### config.mk
export PLATFORM = sky130hd
export DESIGN_NAME = usb_ep_status
export DESIGN_NICKNAME = d
export VERILOG_FILES = /design/src/rtl/usb_ep_status_pkg.sv /design/src/rtl/ep_prime_stub.sv /design/src/rtl/ep_ready_bank.sv /design/src/rtl/ep_complete_bank.sv /design/src/rtl/usb_ep_status.sv
export SDC_FILE = /design/constraint.sdc
export NUM_CORES = 1
export LEC_CHECK = 0
export BUFFER_PORTS_ARGS = -buffer_cell sky130_fd_sc_hd__buf_2
export CAP_MARGIN = 40
export CORE_MARGIN = 4
export CORE_UTILIZATION = 35
export CTS_CLUSTER_DIAMETER = 60
export DETAILED_ROUTE_END_ITERATION = 16
export HOLD_SLACK_MARGIN = 0.03
export MAX_ROUTING_LAYER = met4
export PLACE_DENSITY = 0.59
export SKIP_LAST_GASP = 1
export SLEW_MARGIN = 15
export SYNTH_ARGS = -nofsm -noshare
export SYNTH_HDL_FRONTEND = slang
export SYNTH_SLANG_ARGS = --single-unit
### constraint.sdc
create_clock -name clk -period 3.7 [get_ports clk]
set_clock_uncertainty 0.1 [all_clocks]
set_input_delay 0 -clock clk [delete_from_list [all_inputs] [get_ports clk]]
set_output_delay 0 -clock clk [all_outputs]
set_load 0.01 [all_outputs]
### src/rtl/usb_ep_status_pkg.sv
package usb_ep_status_pkg;
  // bit offset of the transmit half inside each register word
  localparam int TX_LSB = 16;
  localparam int WORD_W = 32;

  typedef enum logic {
    SEL_READY    = 1'b0,
    SEL_COMPLETE = 1'b1
  } view_sel_e;
endpackage

### src/rtl/ep_prime_stub.sv
module ep_prime_stub #(
  parameter int NB    = 8,
  parameter int LAT_W = 4
) (
  input  logic             clk,
  input  logic             rst_n,
  input  logic [NB-1:0]    prime,
  input  logic [NB-1:0]    cancel,
  input  logic [LAT_W-1:0] lat,
  output logic [NB-1:0]    ack
);
  localparam int IDX_W = (NB > 1) ? $clog2(NB) : 1;

  logic [NB-1:0]    pend;
  logic             busy;
  logic [IDX_W-1:0] cur;
  logic [LAT_W-1:0] cnt;
  logic [IDX_W-1:0] pick;
  logic             found;
  logic             fire;
  logic             abort;
  logic [NB-1:0]    cand;

  // lowest-index pending prime that is not being cancelled now
  always_comb begin
    cand  = pend & ~cancel;
    pick  = '0;
    found = |cand;
    for (int i = NB - 1; i >= 0; i--) begin
      if (cand[i]) pick = IDX_W'(i);
    end
  end

  assign abort = busy && cancel[cur];
  assign fire  = busy && (cnt == LAT_W'(1)) && !cancel[cur];

  always_comb begin
    ack = '0;
    if (fire) ack[cur] = 1'b1;
  end

  always_ff @(posedge clk) begin
    if (!rst_n) begin
      pend <= '0;
      busy <= 1'b0;
      cur  <= '0;
      cnt  <= '0;
    end else begin
      pend <= ((pend & ~ack) | prime) & ~cancel;
      if (busy) begin
        if (abort || cnt == LAT_W'(1)) busy <= 1'b0;
        else                           cnt  <= cnt - LAT_W'(1);
      end else if (found) begin
        busy <= 1'b1;
        cur  <= pick;
        cnt  <= (lat == '0) ? LAT_W'(1) : lat;
      end
    end
  end

  // grants are served one endpoint at a time
  a_r4_single_grant: assert property (@(posedge clk) disable iff (!rst_n)
    $onehot0(ack));

  // a cancelled prime is not granted right after the cancel
  a_r7_cancel_no_grant: assert property (@(posedge clk) disable iff (!rst_n)
    (cancel != '0) |=> ((ack & $past(cancel)) == '0));
endmodule

### src/rtl/ep_ready_bank.sv
module ep_ready_bank #(
  parameter int NB = 8
) (
  input  logic          clk,
  input  logic          rst_n,
  input  logic [NB-1:0] ack,
  input  logic [NB-1:0] clear,
  input  logic [NB-1:0] retire,
  output logic [NB-1:0] rdy
);
  logic [NB-1:0] reprime_q;

  always_ff @(posedge clk) begin
    if (!rst_n) begin
      rdy       <= '0;
      reprime_q <= '0;
    end else begin
      reprime_q <= retire & rdy & ~clear;
      rdy       <= ((rdy & ~retire) | ack | reprime_q) & ~clear;
    end
  end

  // any clear source empties the bit at the next edge
  a_r5_clear_empties: assert property (@(posedge clk) disable iff (!rst_n)
    (clear != '0) |=> ((rdy & $past(clear)) == '0));

  // a retire on a ready bit makes it dip to zero
  a_r6_retire_dip: assert property (@(posedge clk) disable iff (!rst_n)
    ((retire & rdy & ~clear) != '0) |=> ((rdy & $past(retire & rdy & ~clear)) == '0));

  // a ready bit rises only from a grant or a re-prime
  a_r3_rise_source: assert property (@(posedge clk) disable iff (!rst_n)
    1'b1 |=> ((rdy & ~$past(rdy) & ~$past(ack | reprime_q)) == '0));
endmodule

### src/rtl/ep_complete_bank.sv
module ep_complete_bank #(
  parameter int NB = 8
) (
  input  logic          clk,
  input  logic          rst_n,
  input  logic [NB-1:0] done,
  input  logic [NB-1:0] ioc,
  input  logic [NB-1:0] w1c,
  output logic [NB-1:0] comp,
  output logic          irq
);
  logic [NB-1:0] ioc_q;

  always_ff @(posedge clk) begin
    if (!rst_n) begin
      comp  <= '0;
      ioc_q <= '0;
    end else begin
      comp  <= (comp & ~w1c) | done;
      ioc_q <= (ioc_q & ~w1c) | (done & ioc);
    end
  end

  assign irq = |(comp & ioc_q);

  // a write-1 without a new event clears the bit
  a_r9_w1c_clears: assert property (@(posedge clk) disable iff (!rst_n)
    ((w1c & ~done) != '0) |=> ((comp & $past(w1c & ~done)) == '0));

  // an event beats a simultaneous clear
  a_r10_event_wins: assert property (@(posedge clk) disable iff (!rst_n)
    (done != '0) |=> ((comp & $past(done)) == $past(done)));

  // an event with ioc raises the interrupt at the same edge as the bit
  a_r8_irq_with_bit: assert property (@(posedge clk) disable iff (!rst_n)
    ((done & ioc) != '0) |=> irq);

  // the interrupt holds while software writes nothing
  a_r11_irq_holds: assert property (@(posedge clk) disable iff (!rst_n)
    (irq && w1c == '0) |=> irq);
endmodule

### src/rtl/usb_ep_status.sv
module usb_ep_status
  import usb_ep_status_pkg::*;
#(
  parameter int NUM_EP = 4,
  parameter int LAT_W  = 4
) (
  input  logic              clk,
  input  logic              rst_n,
  input  logic [LAT_W-1:0]  prime_lat,
  input  logic              bus_reset,
  input  logic [NUM_EP-1:0] prime_tx,
  input  logic [NUM_EP-1:0] prime_rx,
  input  logic [NUM_EP-1:0] flush_tx,
  input  logic [NUM_EP-1:0] flush_rx,
  input  logic [NUM_EP-1:0] dma_clr_tx,
  input  logic [NUM_EP-1:0] dma_clr_rx,
  input  logic [NUM_EP-1:0] retire_tx,
  input  logic [NUM_EP-1:0] retire_rx,
  input  logic [NUM_EP-1:0] done_tx,
  input  logic [NUM_EP-1:0] done_rx,
  input  logic [NUM_EP-1:0] ioc_tx,
  input  logic [NUM_EP-1:0] ioc_rx,
  input  logic              reg_sel,
  input  logic              reg_wen,
  input  logic [31:0]       reg_wdata,
  output logic [31:0]       reg_rdata,
  output logic              usb_irq
);
  // internal order: receive endpoints at 0..NUM_EP-1, transmit above them
  localparam int NB = 2 * NUM_EP;
  localparam logic [31:0] LIVE_MASK =
    32'(((64'd1 << NUM_EP) - 1) | (((64'd1 << NUM_EP) - 1) << TX_LSB));

  logic [NB-1:0] ack, clear, rdy, comp, w1c;
  view_sel_e     sel;

  assign sel   = view_sel_e'(reg_sel);
  assign clear = {flush_tx | dma_clr_tx, flush_rx | dma_clr_rx} | {NB{bus_reset}};
  assign w1c   = (reg_wen && sel == SEL_COMPLETE)
               ? {reg_wdata[TX_LSB +: NUM_EP], reg_wdata[0 +: NUM_EP]} : '0;

  ep_prime_stub #(.NB(NB), .LAT_W(LAT_W)) stub_i (
    .clk    (clk),
    .rst_n  (rst_n),
    .prime  ({prime_tx, prime_rx}),
    .cancel (clear),
    .lat    (prime_lat),
    .ack    (ack)
  );

  ep_ready_bank #(.NB(NB)) ready_i (
    .clk    (clk),
    .rst_n  (rst_n),
    .ack    (ack),
    .clear  (clear),
    .retire ({retire_tx, retire_rx}),
    .rdy    (rdy)
  );

  ep_complete_bank #(.NB(NB)) comp_i (
    .clk   (clk),
    .rst_n (rst_n),
    .done  ({done_tx, done_rx}),
    .ioc   ({ioc_tx, ioc_rx}),
    .w1c   (w1c),
    .comp  (comp),
    .irq   (usb_irq)
  );

  always_comb begin
    logic [NB-1:0] src;
    src       = (sel == SEL_READY) ? rdy : comp;
    reg_rdata = '0;
    reg_rdata[0 +: NUM_EP]      = src[0 +: NUM_EP];
    reg_rdata[TX_LSB +: NUM_EP] = src[NUM_EP +: NUM_EP];
  end

  // bits outside the two endpoint fields read zero
  a_r1_reserved_zero: assert property (@(posedge clk) disable iff (!rst_n)
    ((reg_rdata & ~LIVE_MASK) == '0));

  // status is empty on the first cycle after reset
  a_r2_reset_empty: assert property (@(posedge clk)
    !rst_n |=> (rdy == '0 && comp == '0));
endmodule

# ---- Word-level counts from Yosys, hierarchy flattened
# Cells that the tools add are included.
dict set report op_classes {
  reduce_logical 13
  n_addsub 1
  mux 22
  n_lt_le_gt_ge 2
  bitwise 24
  n_eq_ne 2
}
# operator count
set op_table {}
lappend op_table {{8-bit AND} 11}
lappend op_table {{8-bit bitwise OR} 6}
lappend op_table {{8-bit inverter} 4}
lappend op_table {{3-bit 2-to-1 mux} 8}
lappend op_table {{8-bit 2-to-1 mux} 3}
lappend op_table {{4-bit 2-to-1 mux} 4}
lappend op_table {{8-bit OR reduction} 2}
lappend op_table {{4-bit bitwise OR} 2}
lappend op_table {{1-bit logical AND} 5}
lappend op_table {{1-bit 2-to-1 mux} 5}
lappend op_table {{4-bit by 1-bit equality test with 1-bit output (second input constant)} 1}
lappend op_table {{4-bit logical NOT} 1}
lappend op_table {{3-bit by 4-bit less-than comparator with 1-bit output (second input constant)} 1}
lappend op_table {{2-bit AND reduction} 2}
lappend op_table {{4-bit by 1-bit subtractor with 4-bit output (second input constant)} 1}
lappend op_table {{1-bit binary-select mux with 3-bit select} 1}
lappend op_table {{1-bit demux with 3-bit select} 1}
lappend op_table {{3-bit by 1-bit >= comparator with 1-bit output (second input constant)} 1}
lappend op_table {{2-bit != test (second input constant)} 1}
lappend op_table {{2-bit nonzero test} 1}
lappend op_table {{1-bit logical NOT} 1}
lappend op_table {{1-bit logical OR} 1}
lappend op_table {{1-bit inverter} 1}
dict set report totals {
  register_bits 48
  output_inout_bits 33
  input_bits 89
  elab_cells 72
}

# ---- Depth between registers and ports, before layout
dict set report depth {
  ltp_word 12
  depth_mapped 7
  depth_no_buf 7
}

# ---- Modules after synthesis
# Synthesis repeated with hierarchy kept, for this count alone.
dict set report hier_totals {
  hier_cells 299
  hier_area_um2 2670.1
}
# module seq_area_each_um2 area_each_um2 cells_each instances
set by_module_without_submodules {}
lappend by_module_without_submodules {ep_prime_stub 320.3 1067.3 137 1}
lappend by_module_without_submodules {ep_complete_bank 320.3 625.6 62 1}
lappend by_module_without_submodules {ep_ready_bank 320.3 569.3 49 1}
lappend by_module_without_submodules {usb_ep_status 0.0 407.9 51 1}

# ---- Least setup slack after synthesis
# No wires, ideal clock.
dict set report synth_timing {
  path_type {flip-flop to flip-flop}
  start {register stub_i.cnt[1]}
  end {register stub_i.pend[5]}
  required_time_ns 3.484
  arrival_ns 1.890
  path_slack_ns 1.594
  stages_incl_launch_ff 8
  setup_ns 0.116
  synth_period_minus_slack_ns 2.106
  n_path_buf 0
  cell_sequence {dfxtp_1 -> inv_1 -> ha_1 -> or3b_1 -> or2_1 -> a2111oi_4 -> and4bb_1 -> nor3_1}
}
dict set report synth_between {
  elab_chain_len 8
}
# item line
set synth_lines {}
lappend synth_lines {{start: declaration} ep_prime_stub.sv:17} ;# logic [LAT_W-1:0] cnt;
lappend synth_lines {{start signal: assignment} ep_prime_stub.sv:52} ;# else cnt <= cnt - LAT_W'(1);
lappend synth_lines {{start signal: assignment} ep_prime_stub.sv:56} ;# cnt <= (lat == '0) ? LAT_W'(1) : lat;
lappend synth_lines {{4-bit by 1-bit equality test with 1-bit output} ep_prime_stub.sv:35} ;# assign fire = busy && (cnt == LAT_W'(1)) && !cancel[cur];
lappend synth_lines {{1-bit logical AND (2 in a row)} ep_prime_stub.sv:35}
lappend synth_lines {{8-bit 2-to-1 mux} ep_prime_stub.sv:39} ;# if (fire) ack[cur] = 1'b1;
lappend synth_lines {{8-bit inverter} ep_prime_stub.sv:49} ;# pend <= ((pend & ~ack) | prime) & ~cancel;
lappend synth_lines {{8-bit AND} ep_prime_stub.sv:49}
lappend synth_lines {{8-bit bitwise OR} ep_prime_stub.sv:49}
lappend synth_lines {{8-bit AND} ep_prime_stub.sv:49}
lappend synth_lines {{end signal: assignment} ep_prime_stub.sv:49}
lappend synth_lines {{end: declaration} ep_prime_stub.sv:14} ;# logic [NB-1:0] pend;
# Every way passes these cells.
# A chain may end at the register's enable or synchronous reset.

# ---- Worst setup path in the final report
# Ends and elaborated chain as after synthesis.

==> results_dict.tcl <==
set metrics [dict create \
    status "finished, final reports clean" \
    tightestPinTransition_ps 587.7 \
    synth_area_leader_cell "dfxtp_1" \
    cts-resized-gates 0 \
    drt_iter0_drc 88 \
    drt_pre_antenna_iters 4 \
    worst_skew_pair.late_latency_ps 310 \
    p_leak_nw 1.655 \
    worst_hold_path.num_cells 3 \
    initial_utilization_pct 36.19 \
    globalRouteOverflowTotal 0 \
    rsz0062_at_grt "no" \
    clock_tree.root_cell "clkbuf_8" \
    worst_r2r_path_depth 8 \
    ys_ff_latch 48 \
    initial_antenna_violation_count 0 \
    async_reset_ff_share_pct 0 \
    dominantRegCellSynth "dfxtp_1" \
    first_global_vias 2624 \
    timing.max_cap.violations 0 \
    drt-vias-per-instance 4.731 \
    post_synth_num_cell_types 57 \
    die_area_um2 8949 \
    worst_hold_path_type "input port to flip-flop" \
    synth.top_cell.area_share_pct 36.61 \
    peak_ir_drop_on_the_vdd_network_v 0.0002006 \
    ios 122 \
    netlist_top_cells_count "48 x dfxtp_1, 26 x nand2_1, 24 x buf_4" \
    clock_tree.htree_level_count 2 \
    endpoint_kind "flip-flop" \
    core_um2 7253 \
    clock_tree.buffer_depth 2 \
    setup_violations 0 \
    synth.avg_cell_area_um2 8.779 \
    remaining_drc_errors 0 \
    yosysWarningCount 0 \
    syn_to_final_growth_pct 49.76 \
    first_pass_grt_wire_length_um 11850 \
    syn-cell-area_um2 2625 \
    routed_len_inst_um 13.37 \
    fmax_ghz 0.3381 \
    core.rowCount 31 \
    cp-start-kind "flip-flop" \
    gr-usage-all-layers_pct 17.16 \
    remaining_antenna_violation_count 0 \
    cts_inserted_buffers 5 \
    path_max_fanout 8 \
    timing_worst_setup_path_type "flip-flop to flip-flop" \
    layout.nets 541 \
    synth-edff-count 0 \
    synth-seq-area-share_pct 36.61 \
    layout-drive-gt1-share_pct 23.06 \
    tritoncts "built" \
    period_share_pct 79.94 \
    required_ps 3800 \
    max_slew_violation_total_from_the_final_report 0 \
    routed_wl_um 7352 \
    yosys-top-cells-area "dfxtp_1 37%, buf_4 6.9%, nor2b_1 5.5%" \
    post_synth_inst_count 299 \
    place.gp.congestion 0.8212 \
    whs_ps 46.18 \
    period_needed_ps 2958 \
    fp.dieW_um 94.60 \
    finalHoldViolCount 0 \
    power_dens_cells_nw_per_um2 305.5 \
    antenna-diode-count 0 \
    fin_tns_setup_ps 0 \
    clock_sink_count 48 \
    post-synth-top-count-cell "dfxtp_1" \
    largest_net_degree_at_the_start_of_global_routing 34 \
    die_height_um 94.60 \
    cp_data_arrival_time_ps 3060 \
    portBuffers 73 \
    routed-via-count 2602 \
    worst_setup_hold_path_clk_slew_ps 100 \
    dp_hpwl_um 5108 \
    relSlewSlack_pct 60.74 \
]
## stage by stage
| stage | worst slack, ps | cells | utilization, % | cell area (µm²) | total power [W] |
|---|---|---|---|---|---|
| final | 742.2 | 550 | 54.20 | 3931 | 0.001201 |
| after global routing | 612.3 | 550 | 54.20 | 3931 | 0.001256 |
| after CTS | 733.0 | 550 | 54.20 | 3931 | 0.001210 |
| after detailed placement | 1292 | 459 | 40.85 | 2963 | 0.0006862 |
| after global placement | 1351 | 459 | 40.85 | 2963 | 0.0006850 |
| after floorplan | 1594 | 322 | - | 2711 | 0.0006446 |
## cell usage in the layout (no fill, tap or decap), types with 3 or more instances in the layout
master,netlist,routed
a21oi_1,17,17
a22oi_1,12,12
a31oi_1,3,3
and3_1,5,5
buf_2,1,73
clkbuf_8,0,5
conb_1,1,24
dfxtp_1,48,48
dlygate4sd3_1,0,83
inv_1,11,11
mux2_2,9,9
nand2_1,26,26
nand3_1,4,4
nand3b_1,4,4
nor2_1,12,12
nor2b_1,23,23
nor3_1,14,14
nor4_1,3,3
nor4b_2,7,7
o21ai_0,11,11
o21ai_1,5,5
o31ai_1,3,3
or3_1,4,4
## cell type report
class / instances / area [µm²]
inverters: 11 / 41.29
flip-flops and latches: 48 / 960.9
multi-input cells: 228 / 1471
fillers: 701 / 3322
repair buffers: 156 / 1196
well taps: 99 / 123.9
clock buffers: 5 / 68.82
clock inverters: 3 / 68.82
## flip-flops by register name, indices dropped and copies added (netlist names)
name and count:
stub_i.cur 3, comp_i.comp 8, comp_i.ioc_q 8, ready_i.rdy 8, ready_i.reprime_q 8, stub_i.pend 8, stub_i.cnt 4, stub_i.busy 1
## final timing paths
| kind | endpoint | slack [ps] | startpoint |
|---|---|---|---|
| max | stub_i.pend[5]$_SDFF_PN0_ | 740 | stub_i.cnt[1]$_SDFFE_PN0P_ |
| min | ready_i.reprime_q[6]$_SDFF_PN0_ | 50 | dma_clr_tx[2] |
| max reg2reg | stub_i.pend[5]$_SDFF_PN0_ | 740 | stub_i.cnt[1]$_SDFFE_PN0P_ |
| min reg2reg | ready_i.rdy[1]$_SDFF_PN0_ | 370 | ready_i.reprime_q[1]$_SDFF_PN0_ |
## timing repair
| item | 4_1_cts | 5_1_grt |
|---|---|---|
| setup buffers | 0 | 0 |
| endpoints found under the hold margin | 44 | 0 |
| hold buffers | 83 | 0 |
## metal layers
layer | routed length [µm] | up-vias | GRT usage, %
met1 | 3311 | 1173 | 20.79
met4 | 145 | 0 | 6.010
li1 | - | 1340 | -
met5 | 0 | - | -
met3 | 413 | 11 | 2.709
met2 | 3481 | 78 | 28.89
## worst max-delay path, stage by stage, from the launching register on
cell	delay, ps
dfxtp_1	350
inv_1	80
ha_1	130
or3b_1	450
or2_1	280
a2111oi_4	580
and4bb_1	280
nor3_1	50
dlygate4sd3_1	550
## report_power, final
part,switching (W),internal (W)
logic,0.0000859,0.000113
registers,0.0000111,0.000531
clock network,0.000188,0.000272
total,0.000285,0.000916
## kinds of logic (layout without fill, tap and decap cells)
kind of cell | after synthesis | in the layout | share of synthesized area [%]
DFF | 48 | 48 | 36.61
and+or+nand+nor | 119 | 119 | 28.22
buffers and inverters | 46 | 175 | 10.63
adders and majority gates | 2 | 2 | 0.9531
muxes | 10 | 10 | 4.242
other | 1 | 24 | 0.1429
AOI/OAI and AO/OA | 73 | 73 | 19.21
Power figures use the tool's default switching activity.
